**src/rtl/cfu_pkg.sv**
```systemverilog
package cfu_pkg;

    typedef enum logic [2:0] {
        K_SEQ    = 3'd0,
        K_BRANCH = 3'd1,
        K_CALL   = 3'd2,
        K_EXIT   = 3'd3,
        K_REPEAT = 3'd4
    } kind_e;

    typedef enum logic [2:0] {
        C_ALWAYS = 3'd0,
        C_NEVER  = 3'd1,
        C_ZERO   = 3'd2,
        C_NZERO  = 3'd3,
        C_SIGN   = 3'd4,
        C_NSIGN  = 3'd5,
        C_NOVL   = 3'd6,
        C_NCARRY = 3'd7
    } cond_e;

    typedef struct packed {
        logic sign;
        logic ovl;
        logic carry;
    } flags_t;

endpackage

```
**src/rtl/cfu_cond_eval.sv**
```systemverilog
module cfu_cond_eval
    import cfu_pkg::*;
#(
    parameter int DW = 32
) (
    input  logic [2:0]    cond,
    input  logic [DW-1:0] flag_word,
    input  flags_t        flags,
    output logic          taken,
    output logic          uses_flag
);

    logic word_is_zero;

    assign word_is_zero = (flag_word == '0);

    always_comb begin
        uses_flag = 1'b0;
        case (cond_e'(cond))
            C_ALWAYS: taken = 1'b1;
            C_NEVER:  taken = 1'b0;
            C_ZERO: begin
                taken     = word_is_zero;
                uses_flag = 1'b1;
            end
            C_NZERO: begin
                taken     = !word_is_zero;
                uses_flag = 1'b1;
            end
            C_SIGN:   taken = flags.sign;
            C_NSIGN:  taken = !flags.sign;
            C_NOVL:   taken = !flags.ovl;
            C_NCARRY: taken = !flags.carry;
            default:  taken = 1'b0;
        endcase
    end

endmodule

```
**src/rtl/cfu_target_calc.sv**
```systemverilog
module cfu_target_calc #(
    parameter int AW = 16
) (
    input  logic [AW-1:0] pc_cur,
    input  logic [AW-1:0] offset,
    output logic [AW-1:0] pc_seq,
    output logic [AW-1:0] pc_tgt
);

    // Adding the low AW bits gives the same result modulo 2^AW as a
    // sign-extended add, so wrap comes for free.
    assign pc_seq = pc_cur + AW'(1);
    assign pc_tgt = pc_seq + offset;

endmodule

```
**src/rtl/cfu_repeat_step.sv**
```systemverilog
module cfu_repeat_step #(
    parameter int DW = 32
) (
    input  logic          step,
    input  logic          load,
    input  logic [DW-1:0] load_val,
    input  logic          active_q,
    input  logic [DW-1:0] left_q,
    output logic          hold,
    output logic          active_d,
    output logic [DW-1:0] left_d
);

    assign hold = active_q && (left_q != '0);

    always_comb begin
        active_d = active_q;
        left_d   = left_q;
        if (step) begin
            if (hold) begin
                left_d = left_q - DW'(1);
            end else if (load) begin
                active_d = 1'b1;
                left_d   = load_val;
            end else begin
                active_d = 1'b0;
                left_d   = '0;
            end
        end
    end

endmodule

```
**src/rtl/cfu_flow_unit.sv**
```systemverilog
module cfu_flow_unit
    import cfu_pkg::*;
#(
    parameter int          AW       = 16,
    parameter int          DW       = 32,
    parameter logic [15:0] RESET_PC = 16'h0100
) (
    input  logic          clk,
    input  logic          rst_n,
    input  logic          step,
    input  logic [2:0]    kind,
    input  logic [2:0]    cond,
    input  logic [DW-1:0] tos,
    input  logic [DW-1:0] nos,
    input  logic          flag_sign,
    input  logic          flag_ovl,
    input  logic          flag_carry,
    input  logic [AW-1:0] rs_top,
    output logic [AW-1:0] pc,
    output logic          rs_push,
    output logic [AW-1:0] rs_wdata,
    output logic          rs_pop,
    output logic [1:0]    ds_pop,
    output logic          rep_active,
    output logic [DW-1:0] rep_left
);

    localparam logic [AW-1:0] PC_INIT = AW'(RESET_PC);

    typedef struct packed {
        logic [AW-1:0] pc;
        logic [DW-1:0] left;
        logic          active;
    } state_t;

    state_t st_q, st_d;

    kind_e         kind_e_w;
    logic [DW-1:0] flag_word;
    logic          taken;
    logic          uses_flag;
    logic [AW-1:0] pc_seq;
    logic [AW-1:0] pc_tgt;
    logic          hold;
    logic          load_rep;
    logic          rep_active_d;
    logic [DW-1:0] rep_left_d;
    flags_t        flags;

    assign kind_e_w  = kind_e'(kind);
    assign flag_word = (kind_e_w == K_EXIT) ? tos : nos;
    assign flags     = '{sign: flag_sign, ovl: flag_ovl, carry: flag_carry};
    assign load_rep  = (kind_e_w == K_REPEAT);

    cfu_cond_eval #(.DW(DW)) u_cond (
        .cond      (cond),
        .flag_word (flag_word),
        .flags     (flags),
        .taken     (taken),
        .uses_flag (uses_flag)
    );

    cfu_target_calc #(.AW(AW)) u_tgt (
        .pc_cur (st_q.pc),
        .offset (tos[AW-1:0]),
        .pc_seq (pc_seq),
        .pc_tgt (pc_tgt)
    );

    cfu_repeat_step #(.DW(DW)) u_rep (
        .step     (step),
        .load     (load_rep),
        .load_val (tos),
        .active_q (st_q.active),
        .left_q   (st_q.left),
        .hold     (hold),
        .active_d (rep_active_d),
        .left_d   (rep_left_d)
    );

    always_comb begin
        st_d        = st_q;
        st_d.active = rep_active_d;
        st_d.left   = rep_left_d;
        rs_push     = 1'b0;
        rs_pop      = 1'b0;
        ds_pop      = 2'd0;
        if (step && !hold) begin
            case (kind_e_w)
                K_SEQ: st_d.pc = pc_seq;
                K_BRANCH: begin
                    ds_pop  = uses_flag ? 2'd2 : 2'd1;
                    st_d.pc = taken ? pc_tgt : pc_seq;
                end
                K_CALL: begin
                    ds_pop  = uses_flag ? 2'd2 : 2'd1;
                    rs_push = taken;
                    st_d.pc = taken ? pc_tgt : pc_seq;
                end
                K_EXIT: begin
                    ds_pop  = uses_flag ? 2'd1 : 2'd0;
                    rs_pop  = taken;
                    st_d.pc = taken ? rs_top : pc_seq;
                end
                K_REPEAT: begin
                    ds_pop  = 2'd1;
                    st_d.pc = pc_seq;
                end
                default: st_d.pc = pc_seq;
            endcase
        end
    end

    always_ff @(posedge clk or negedge rst_n) begin
        if (!rst_n) begin
            st_q.pc     <= PC_INIT;
            st_q.left   <= '0;
            st_q.active <= 1'b0;
        end else begin
            st_q <= st_d;
        end
    end

    assign pc         = st_q.pc;
    assign rs_wdata   = pc_seq;
    assign rep_active = st_q.active;
    assign rep_left   = st_q.left;

endmodule

```
**config.mk**
```make
export PLATFORM = sky130hd
export DESIGN_NAME = cfu_flow_unit
export DESIGN_NICKNAME = d
export VERILOG_FILES = /design/src/rtl/cfu_pkg.sv /design/src/rtl/cfu_cond_eval.sv /design/src/rtl/cfu_target_calc.sv /design/src/rtl/cfu_repeat_step.sv /design/src/rtl/cfu_flow_unit.sv
export SDC_FILE = /design/constraint.sdc
export NUM_CORES = 1
export LEC_CHECK = 0
export CAP_MARGIN = 10
export CORE_UTILIZATION = 44
export CTS_BUF_LIST = sky130_fd_sc_hd__clkbuf_16
export DETAILED_ROUTE_END_ITERATION = 10
export PLACE_DENSITY = 0.75
export SETUP_SLACK_MARGIN = 0.2
export SKIP_CTS_REPAIR_TIMING = 1
export SLEW_MARGIN = 10
export SYNTH_ARGS = -nofsm -noshare
export SYNTH_HDL_FRONTEND = slang
export SYNTH_HIERARCHICAL = 1
export SYNTH_SLANG_ARGS = --single-unit
```
**constraint.sdc**
```tcl
create_clock -name clk -period 4.19 [get_ports clk]
set_input_delay 0.6285 -clock clk [delete_from_list [all_inputs] [get_ports clk]]
set_output_delay 0.6285 -clock clk [all_outputs]
set_load 0.01 [all_outputs]
```
# Word-level counts from Yosys, hierarchy flattened
# Cells that the tools add are included.
[word_totals]
register_bits = 49
inputBits = 92
[classes]
add_sub_neg = 3
n_eq_ne = 11
mux = 17
n_bitwise = 1
n_reduce_logical = 13
[ops]
columns = ["cell", "n"]
rows = [
  ["32-bit two-way mux", 3],
  ["32-bit logical NOT", 1],
  ["16-bit two-way mux", 2],
  ["16-bit one-hot mux with 2 select lines", 1],
  ["32-bit nonzero test", 1],
  ["32-bit by 1-bit subtractor with 32-bit output, second input constant", 1],
  ["16-bit by 1-bit adder with 16-bit output, second input constant", 1],
  ["16-bit adder", 1],
  ["3-bit == test, second input constant", 5],
  ["3-bit by 2-bit == test with 1-bit output, second input constant", 4],
  ["1-bit one-hot mux with 8 select lines", 1],
  ["1-bit two-way mux", 7],
  ["3-bit by 1-bit == test with 1-bit output, second input constant", 2],
  ["2-bit one-hot mux with 3 select lines", 1],
  ["1-bit logical NOT", 5],
  ["2-bit two-way mux", 2],
  ["2-bit OR reduction", 2],
  ["3-bit logical NOT", 1],
  ["1-bit logical AND", 2],
  ["2-bit AND reduction", 1],
  ["1-bit NOT", 1],
]

# Longest topological paths before layout
# Gate-level depths: netlist of run 1.
[depth]
ltp_word = 7
ltp_mapped = 14
depth_no_buf = 14

# Hierarchy
# Netlist of run 1, hierarchy kept.
[modules_own_cells]
columns = ["module", "n_inst", "cells_each", "area_each_um2", "seq_area_each_um2"]
rows = [
  ["cfu_flow_unit", 1, 232, 2861.5, 1227.4],
  ["cfu_repeat_step", 1, 218, 1361.3, 0.0],
  ["cfu_target_calc", 1, 142, 1064.8, 0.0],
  ["cfu_cond_eval", 1, 21, 146.4, 0.0],
]

# Worst setup path after synthesis of run 1
# OpenSTA, ideal clock, no wires.
[synth_timing]
path_kind = "input to output"
start = "input port kind[0]"
end = "output port rs_pop"
arrival_time_ps = 2814
required_time_ps = 3562
setup_slack_ps = 748
path_stages = 11
path_buffers = 3
path_cell_list = "buf_6 > nand3b_4 > buf_6 > mux2_4 > nor4_1 > nand4_1 > or4_1 > nand3_1 > clkbuf_1 > nand2_1 > nor2_1"
[synth_between]
elab_chain_cells = 7
[synth_rtl]
columns = ["element", "line", "rtl"]
rows = [
  ["start: declaration", "cfu_flow_unit.sv:11", "input logic [2:0] kind,"],
  ["3-bit by 2-bit == test with 1-bit output *", "cfu_flow_unit.sv:51", "assign flag_word = (kind_e_w == K_EXIT) ? tos : nos;"],
  ["32-bit two-way mux *", "cfu_flow_unit.sv:51", ""],
  ["named net flag_word[24]", "cfu_flow_unit.sv:39", "logic [DW-1:0] flag_word;"],
  ["32-bit logical NOT *", "cfu_cond_eval.sv:15", "assign word_is_zero = (flag_word == '0);"],
  ["1-bit logical NOT", "cfu_cond_eval.sv:27", "taken = !word_is_zero;"],
  ["1-bit one-hot mux with 8 select lines *", "cfu_cond_eval.sv:19", "case (cond_e'(cond))"],
  ["named net taken", "cfu_flow_unit.sv:40", "logic taken;"],
  ["1-bit two-way mux *", "cfu_flow_unit.sv:89", "case (kind_e_w)"],
  ["1-bit two-way mux *", "cfu_flow_unit.sv:88", "if (step && !hold) begin"],
  ["end: declaration", "cfu_flow_unit.sv:22", "output logic rs_pop,"],
]
# The timed path passes the listed nets; every way through them passes the cells marked *.

# Final worst setup path of run 1
[layout_timing]
start = "input port kind[2]"
end = "output port rs_push"
[layout_between]
elab_chain_cells = 7
[layout_rtl]
columns = ["element", "line", "rtl"]
rows = [
  ["3-bit by 2-bit == test with 1-bit output *", "cfu_flow_unit.sv:51", ""],
  ["32-bit two-way mux *", "cfu_flow_unit.sv:51", ""],
  ["named net flag_word[24]", "cfu_flow_unit.sv:39", ""],
  ["32-bit logical NOT *", "cfu_cond_eval.sv:15", ""],
  ["1-bit logical NOT", "cfu_cond_eval.sv:27", ""],
  ["1-bit one-hot mux with 8 select lines *", "cfu_cond_eval.sv:19", ""],
  ["named net taken", "cfu_flow_unit.sv:40", ""],
  ["1-bit two-way mux *", "cfu_flow_unit.sv:89", ""],
  ["1-bit two-way mux *", "cfu_flow_unit.sv:88", ""],
  ["end: declaration", "cfu_flow_unit.sv:20", "output logic rs_push,"],
]
# Marks and branches as above.

==> out/summary.json, run 1 <==
{
  "path_class": {"value": "input port to output pin"},
  "setup_viol": {"value": 0},
  "synth_fp_nets": {"value": 727},
  "clockBufferDepth": {"value": 2},
  "post-place-ws": {"value": -317, "unit": "ps"},
  "final_cell_mix": {"value": "154 x sky130_fd_sc_hd__clkdlybuf4s50_1, 58 x sky130_fd_sc_hd__nand3_1, 48 x sky130_fd_sc_hd__dfrtp_1"},
  "worst_pin_slew": {"value": 761, "unit": "ps"},
  "instances_no_fill": {"value": 919},
  "postRouteAntennaNets": {"value": 0},
  "yosysWarnings": {"value": 6},
  "final.min_clock_period": {"value": 3790, "unit": "ps"},
  "wire_length_of_the_first_global_routing_pass": {"value": 29.3, "unit": "mm"},
  "maxCapViolCount": {"value": 0},
  "synthFlopType": {"value": "sky130_fd_sc_hd__dfrtp_1"},
  "post_synthesis_simple_gate_area_fraction": {"value": 30.0, "unit": "%"},
  "vdd_ir_drop_max": {"value": 0.160, "unit": "mV"},
  "synth_sequential_area_ratio": {"value": 22.6, "unit": "%"},
  "layout_cell_share_with_drive_strength_beyond_1": {"value": 15.8, "unit": "%"},
  "die_width": {"value": 113, "unit": "um"},
  "cts.root.buffer_cell": {"value": "sky130_fd_sc_hd__clkbuf_16"},
  "netlist-cell-type-count": {"value": 80},
  "required": {"value": 3560, "unit": "ps"},
  "worstRegToRegCells": {"value": 14},
  "drt_pass1_iterations": {"value": 5},
  "global_route.usage.total": {"value": 28.2, "unit": "%"},
  "slew_violations": {"value": 0},
  "synth_area_in_xor_xnor": {"value": 5.48, "unit": "%"},
  "synth-edff-count": {"value": 0},
  "port-buffer-count": {"value": 160},
  "clk-insertion-delay-late": {"value": 300, "unit": "ps"},
  "diodes": {"value": 0},
  "postRouteWirelength": {"value": 18.4, "unit": "mm"},
  "syn_avg_cell_area": {"value": 8.86, "unit": "um2"},
  "cp.arrival": {"value": 3160, "unit": "ps"},
  "final_core_utilization": {"value": 62.1, "unit": "%"},
  "critical_path.cell_chain": {"value": "dlymetal6s2s_1 -> nand3b_4 -> buf_4 -> buf_12 -> mux2_4 -> nor4_4 -> nand4_1 -> or4_1 -> nand3_2 -> nand4bb_1 -> nor2_1 -> dlymetal6s2s_1"},
  "floorplan.core_area": {"value": 0.0120, "unit": "mm2"},
  "ioPinCount": {"value": 161},
  "skew": {"value": 11.2, "unit": "ps"},
  "totalNegativeSetupSlack": {"value": 0, "unit": "ps"},
  "clock_edge_transition_at_the_registers_on_the_reported_setup_and_hold_paths": {"value": 70, "unit": "ps"},
  "floorplan.rows": {"value": 40},
  "postSynthCellCount": {"value": 613},
  "cts_made_buffers": {"value": 5},
  "clock_tree_from_tritoncts": {"value": "built"},
  "leakagePower": {"value": 3.18, "unit": "nW"},
  "initial_core_util": {"value": 45.2, "unit": "%"},
  "path_common_cell": {"value": "sky130_fd_sc_hd__dlymetal6s2s_1"},
  "synth.cell_area": {"value": 0.00543, "unit": "mm2"},
  "synth_seq_cells": {"value": 49},
  "dp_hpwl": {"value": 13.5, "unit": "mm"},
  "fmax": {"value": 0.264, "unit": "GHz"},
  "globalRoute.totalOverflow": {"value": 0},
  "setup_repair_after_global_routing_missed_its_margin": {"value": "false"},
  "setup_ws": {"value": 402, "unit": "ps"},
  "antenna_found_initial": {"value": 0},
  "p_total": {"value": 1.49, "unit": "mW"},
  "complex_gate_fraction_of_the_synthesized_area": {"value": 17.7, "unit": "%"},
  "cts.sinks": {"value": 49},
  "postSynth.asyncResetShare": {"value": 100, "unit": "%"},
  "post_detailed_route_drc_marker_count": {"value": 0},
  "final_min_period_over_clock_period": {"value": 90.4, "unit": "%"},
  "fillerInstances": {"value": 1024},
  "worst_path_max_delay_cell": {"value": "sky130_fd_sc_hd__or4_1"},
  "final_hold_viol_count": {"value": 0},
  "ctsHtreeMaxLevel": {"value": 2},
  "via_count": {"value": 5815},
  "start_kind": {"value": "input port"},
  "endpoint_kind": {"value": "output pin"},
  "viasPerCell": {"value": 6.33},
  "final_common_cell": {"value": "sky130_fd_sc_hd__clkdlybuf4s50_1"},
  "layout-area-overhead-vs-synth": {"value": 37.3, "unit": "%"},
  "min-delay-path-class": {"value": "input port to asynchronous set/reset pin"},
  "pin_count_of_the_biggest_net_entering_global_routing": {"value": 50},
  "num-nets-final": {"value": 886},
  "worst-path-max-fanout": {"value": 8},
  "combinational_family_with_the_most_area_after_synthesis": {"value": "simple AND/OR/NAND/NOR gates"},
  "globalplace.congestion": {"value": 0.927},
  "die_height": {"value": 113, "unit": "um"},
  "pwr_density_cell": {"value": 199, "unit": "mW/mm2"},
  "slew-limit-headroom": {"value": 49.2, "unit": "%"},
  "status": {"value": "complete, no violations"},
  "detailedRoute.firstIterationViolations": {"value": 549},
  "area_share_of_fa_ha_maj_cells_after_synthesis": {"value": 5.20, "unit": "%"},
  "largest_stage_delay_on_the_critical_path": {"value": 560, "unit": "ps"},
  "yosys-mux-area-fraction": {"value": 13.0, "unit": "%"},
  "grt_pass1_vias": {"value": 5565},
  "fp.dieArea": {"value": 0.0128, "unit": "mm2"},
  "routedWlPerCell": {"value": 20.0, "unit": "um"},
  "count_of_placed_standard_cells_including_taps": {"value": 901}
}
path summary, 6_finish.rpt:
check                              from           end  slack [ps]
max                             kind[2]       rs_push         400
min                               rst_n         pc[1]         460
max reg2reg                       pc[0]        pc[15]         570
min reg2reg                rep_left[19]  rep_left[19]         570
max in group asynchronous         rst_n   rep_left[6]        3270
min in group clk           rep_left[19]  rep_left[19]         570
synth_stat cells, types with 13 or more instances:
| cell type | n | area, um2 |
|---|---|---|
| sky130_fd_sc_hd__nand3_1 | 59 | 295 |
| sky130_fd_sc_hd__dfrtp_1 | 48 | 1200 |
| sky130_fd_sc_hd__mux2_4 | 39 | 586 |
| sky130_fd_sc_hd__nand2_1 | 27 | 101 |
| sky130_fd_sc_hd__a32oi_1 | 24 | 210 |
| sky130_fd_sc_hd__nor4_1 | 22 | 138 |
| sky130_fd_sc_hd__xnor2_1 | 22 | 193 |
| sky130_fd_sc_hd__ha_1 | 21 | 263 |
| sky130_fd_sc_hd__nor2b_1 | 21 | 131 |
| sky130_fd_sc_hd__a21oi_1 | 20 | 100 |
| sky130_fd_sc_hd__o21ai_0 | 19 | 95.1 |
| sky130_fd_sc_hd__inv_1 | 18 | 67.6 |
| sky130_fd_sc_hd__nand4_1 | 17 | 106 |
| sky130_fd_sc_hd__nor2_1 | 17 | 63.8 |
| sky130_fd_sc_hd__clkbuf_1 | 16 | 60.1 |
| sky130_fd_sc_hd__o21ai_1 | 15 | 75.1 |
| sky130_fd_sc_hd__and3b_1 | 14 | 123 |
| sky130_fd_sc_hd__nor3_1 | 14 | 70.1 |
| sky130_fd_sc_hd__or3_1 | 13 | 81.3 |
kinds of logic after synthesis:
logic type,after synthesis
xor gates and xnor gates,31
and+or+nand+nor,265
buffers and inverters,61
adders and majority gates,22
AOI/OAI and AO/OA,135
muxes,50
DFF,49
layout make-up:
type,instances,area (um2),area share (%)
multi-input cells,503,3940,52.8
clock buffers,5,125,1.68
inverters,19,71.3,0.956
flip-flops and latches,49,1230,16.4
clock inverters,2,16.3,0.218
repair buffers,194,1900,25.4
well taps,147,184,2.46
critical path, delay by kind of cell:
kind,cells,cell delay [ps]
buffers and inverters,4,620
multiplexers,1,310
AND/OR/NAND/NOR,7,1600
stage by stage:
stage | instance area, um2 | hold slack, ps
3_5_place_dp | 7150 | 548
3_3_place_gp | 7150 | 541
6_report | 7460 | 456
2_1_floorplan | 5430 | 333
4_1_cts | 7290 | 483
5_1_grt | 7460 | 511
report_power, final:
group	internal, mW	total (mW)	leakage, nW	switching (mW)
sequential	0.497	0.542	0.577	0.0452
clock	0.220	0.419	0.0659	0.199
combinational	0.289	0.524	2.53	0.235
sequential cells by signal (all words and copies together) (netlist names):
| register | cells |
|---|---|
| pc | 16 |
| rep_left | 32 |
| rep_active | 1 |
routing by layer:
metal / up-vias / track usage, % / wire [um] / part of all wire (%)
li1: 2686 / - / - / -
met1: 2802 / 39.4 / 7910 / 43
met2: 302 / 46.3 / 8680 / 47
met3: 25 / 2.95 / 1470 / 8.0
met4: 0 / 7.54 / 350 / 1.9
met5: - / 0 / 0 / 0
Note: power is estimated with default switching activity, not from simulation.
==> run 2: changes to the inputs <==
- CTS_BUF_LIST: sky130_fd_sc_hd__clkbuf_16 -> not set
==> results of run 2 <==
Final layout, timing and power as in run 1 (identical DEF).
==> run 3: changes to the inputs <==
- CORE_UTILIZATION: 44 -> 45
- PLACE_DENSITY: 0.75 -> 0.77
==> run 3 against run 2 <==
Net effect:
- the run now ends with design-rule violations left
- via count grew 0.98%
- sequential cell count unchanged
- routed wire length rose by 2.1%
- non-clock buffer count decreased by 5
- clock skew fell by 3.7 ps
- total power is 4.7% higher
- utilization rose by 2.1 points
- largest cell class unchanged
==> out/summary.json, run 3 (same netlist as run 1, synthesis figures left out) <==
{
  "min-delay-path-class": {"value": "input port to asynchronous set/reset pin"},
  "worst_slack_on_hold_paths": {"value": 355, "unit": "ps"},
  "worst_pin_slew": {"value": 730, "unit": "ps"},
  "final_hold_viol_count": {"value": 0},
  "num-nets-final": {"value": 881},
  "detailedRoute.firstIterationViolations": {"value": 567},
  "power_switching_share": {"value": 31.3, "unit": "%"},
  "skew": {"value": 7.42, "unit": "ps"},
  "floorplan.core_area": {"value": 0.0116, "unit": "mm2"},
  "maxCapViolCount": {"value": 0},
  "routedWlPerCell": {"value": 20.6, "unit": "um"},
  "final_min_period_over_clock_period": {"value": 88.3, "unit": "%"},
  "die_height": {"value": 112, "unit": "um"},
  "detailed_place.area": {"value": 0.00716, "unit": "mm2"},
  "required": {"value": 3560, "unit": "ps"},
  "port-buffer-count": {"value": 160},
  "final_cell_area": {"value": 0.00746, "unit": "mm2"},
  "pin_count_of_the_biggest_net_entering_global_routing": {"value": 50},
  "path_delay_family": {"value": "simple AND/OR/NAND/NOR gates"},
  "postRouteAntennaNets": {"value": 0},
  "slew_violations": {"value": 0},
  "clock_edge_transition_at_the_registers_on_the_reported_setup_and_hold_paths": {"value": 70, "unit": "ps"},
  "layout_cell_share_with_drive_strength_beyond_1": {"value": 16.0, "unit": "%"},
  "pwr_density_cell": {"value": 208, "unit": "mW/mm2"},
  "cts.sinks": {"value": 49},
  "final_core_utilization": {"value": 64.2, "unit": "%"},
  "floorplan.rows": {"value": 39},
  "cts.root.buffer_cell": {"value": "sky130_fd_sc_hd__clkbuf_16"},
  "fmax": {"value": 0.270, "unit": "GHz"},
  "fillerInstances": {"value": 1012},
  "slew-limit-headroom": {"value": 50.9, "unit": "%"},
  "wire_length_of_the_first_global_routing_pass": {"value": 29.7, "unit": "mm"},
  "die_width": {"value": 112, "unit": "um"},
  "internal_power": {"value": 1.07, "unit": "mW"},
  "global_route.usage.total": {"value": 29.4, "unit": "%"},
  "vdd_ir_drop_max": {"value": 0.188, "unit": "mV"},
  "path_class": {"value": "input port to output pin"},
  "count_of_placed_standard_cells_including_taps": {"value": 899},
  "globalRoute.totalOverflow": {"value": 0},
  "clk-insertion-delay-late": {"value": 300, "unit": "ps"},
  "critical_path.cell_chain": {"value": "dlymetal6s2s_1 -> nand3b_4 -> buf_12 -> mux2_4 -> nor4_2 -> nand4_1 -> or4_4 -> nand3_4 -> nand4bb_1 -> nor2_2 -> clkbuf_2"},
  "post_detailed_route_drc_marker_count": {"value": 6},
  "ctsHtreeMaxLevel": {"value": 2},
  "final_cell_mix": {"value": "154 x sky130_fd_sc_hd__clkdlybuf4s50_1, 58 x sky130_fd_sc_hd__nand3_1, 48 x sky130_fd_sc_hd__dfrtp_1"},
  "dp_hpwl": {"value": 13.9, "unit": "mm"},
  "clock_tree_from_tritoncts": {"value": "built"},
  "final.min_clock_period": {"value": 3700, "unit": "ps"},
  "start_kind": {"value": "input port"},
  "failing_checks": {"value": "design-rule violations"},
  "endpoint_kind": {"value": "output pin"},
  "postRouteWirelength": {"value": 18.8, "unit": "mm"},
  "diodes": {"value": 0},
  "critPathBufInv": {"value": 3},
  "antenna_found_initial": {"value": 0},
  "p_total": {"value": 1.55, "unit": "mW"},
  "p_comb_share": {"value": 33.9, "unit": "%"},
  "fp.dieArea": {"value": 0.0125, "unit": "mm2"},
  "worst_path_max_delay_cell": {"value": "sky130_fd_sc_hd__or4_4"},
  "largest_stage_delay_on_the_critical_path": {"value": 480, "unit": "ps"},
  "globalplace.congestion": {"value": 0.847},
  "initial_core_util": {"value": 46.8, "unit": "%"},
  "worst-path-max-fanout": {"value": 8},
  "largest_reg_flops": {"value": 32},
  "cp.arrival": {"value": 3070, "unit": "ps"},
  "setup_viol": {"value": 0},
  "status": {"value": "finished, violations left"},
  "power.share.sequential": {"value": 34.9, "unit": "%"},
  "layout-area-overhead-vs-synth": {"value": 37.3, "unit": "%"},
  "grt_pass1_vias": {"value": 5731},
  "cts_made_buffers": {"value": 5},
  "switching_power": {"value": 0.486, "unit": "mW"},
  "viasPerCell": {"value": 6.45},
  "final_common_cell": {"value": "sky130_fd_sc_hd__clkdlybuf4s50_1"},
  "clockBufferDepth": {"value": 2},
  "setup_repair_after_global_routing_missed_its_margin": {"value": "false"},
  "p_clk_share": {"value": 31.2, "unit": "%"},
  "leakagePower": {"value": 3.17, "unit": "nW"},
  "instances_no_fill": {"value": 911},
  "via_count": {"value": 5872},
  "ioPinCount": {"value": 161},
  "drt_pass1_iterations": {"value": 8}
}
-- run 3: area by class of cell --
class / instances / area [um2] / area share [%]
clock buffer: 5 / 125 / 1.68
clock inverter: 3 / 46.3 / 0.620
inverter: 19 / 71.3 / 0.956
multi-input combinational: 503 / 3950 / 53.0
sequential: 49 / 1230 / 16.5
tap: 143 / 179 / 2.40
timing repair buffer: 189 / 1860 / 24.9
-- run 3: routing by layer --
layer / track usage (%) / up-vias / wire length [um]
met2: 47.9 / 306 / 8880
met1: 39.6 / 2847 / 7850
li1: - / 2681 / -
met3: 4.90 / 38 / 1560
met4: 9.82 / 0 / 501
met5: 0 / - / 0
-- run 3: worst paths after layout --
kind	cells past startpoint	slack [ps]	end	startpoint
worst max-delay path	11	490	rs_push	kind[2]
worst min-delay path	1	350	rep_left[18]	rst_n
worst max register to register	13	570	pc[15]	pc[3]
worst min register to register	1	560	rep_left[19]	rep_left[19]
max in group asynchronous	1	3340	pc[15]	rst_n
min in group clk	1	560	rep_left[19]	rep_left[19]
-- run 3: stage by stage --
stage,setup WS (ps),TNS [ps]
floorplan,748,0
global placement,-264,-1110
detailed placement,-258,-1520
CTS,-272,-543
global route,261,0
finish,491,0
-- run 3: power groups by stage --
stage	Sequential, mW	Combinational [mW]	Clock, mW
after floorplan	0.550	0.263	0
after global placement	0.548	0.487	0
after detailed placement	0.549	0.502	0
after CTS	0.541	0.506	0.490
after global routing	0.549	0.558	0.510
final	0.543	0.527	0.485
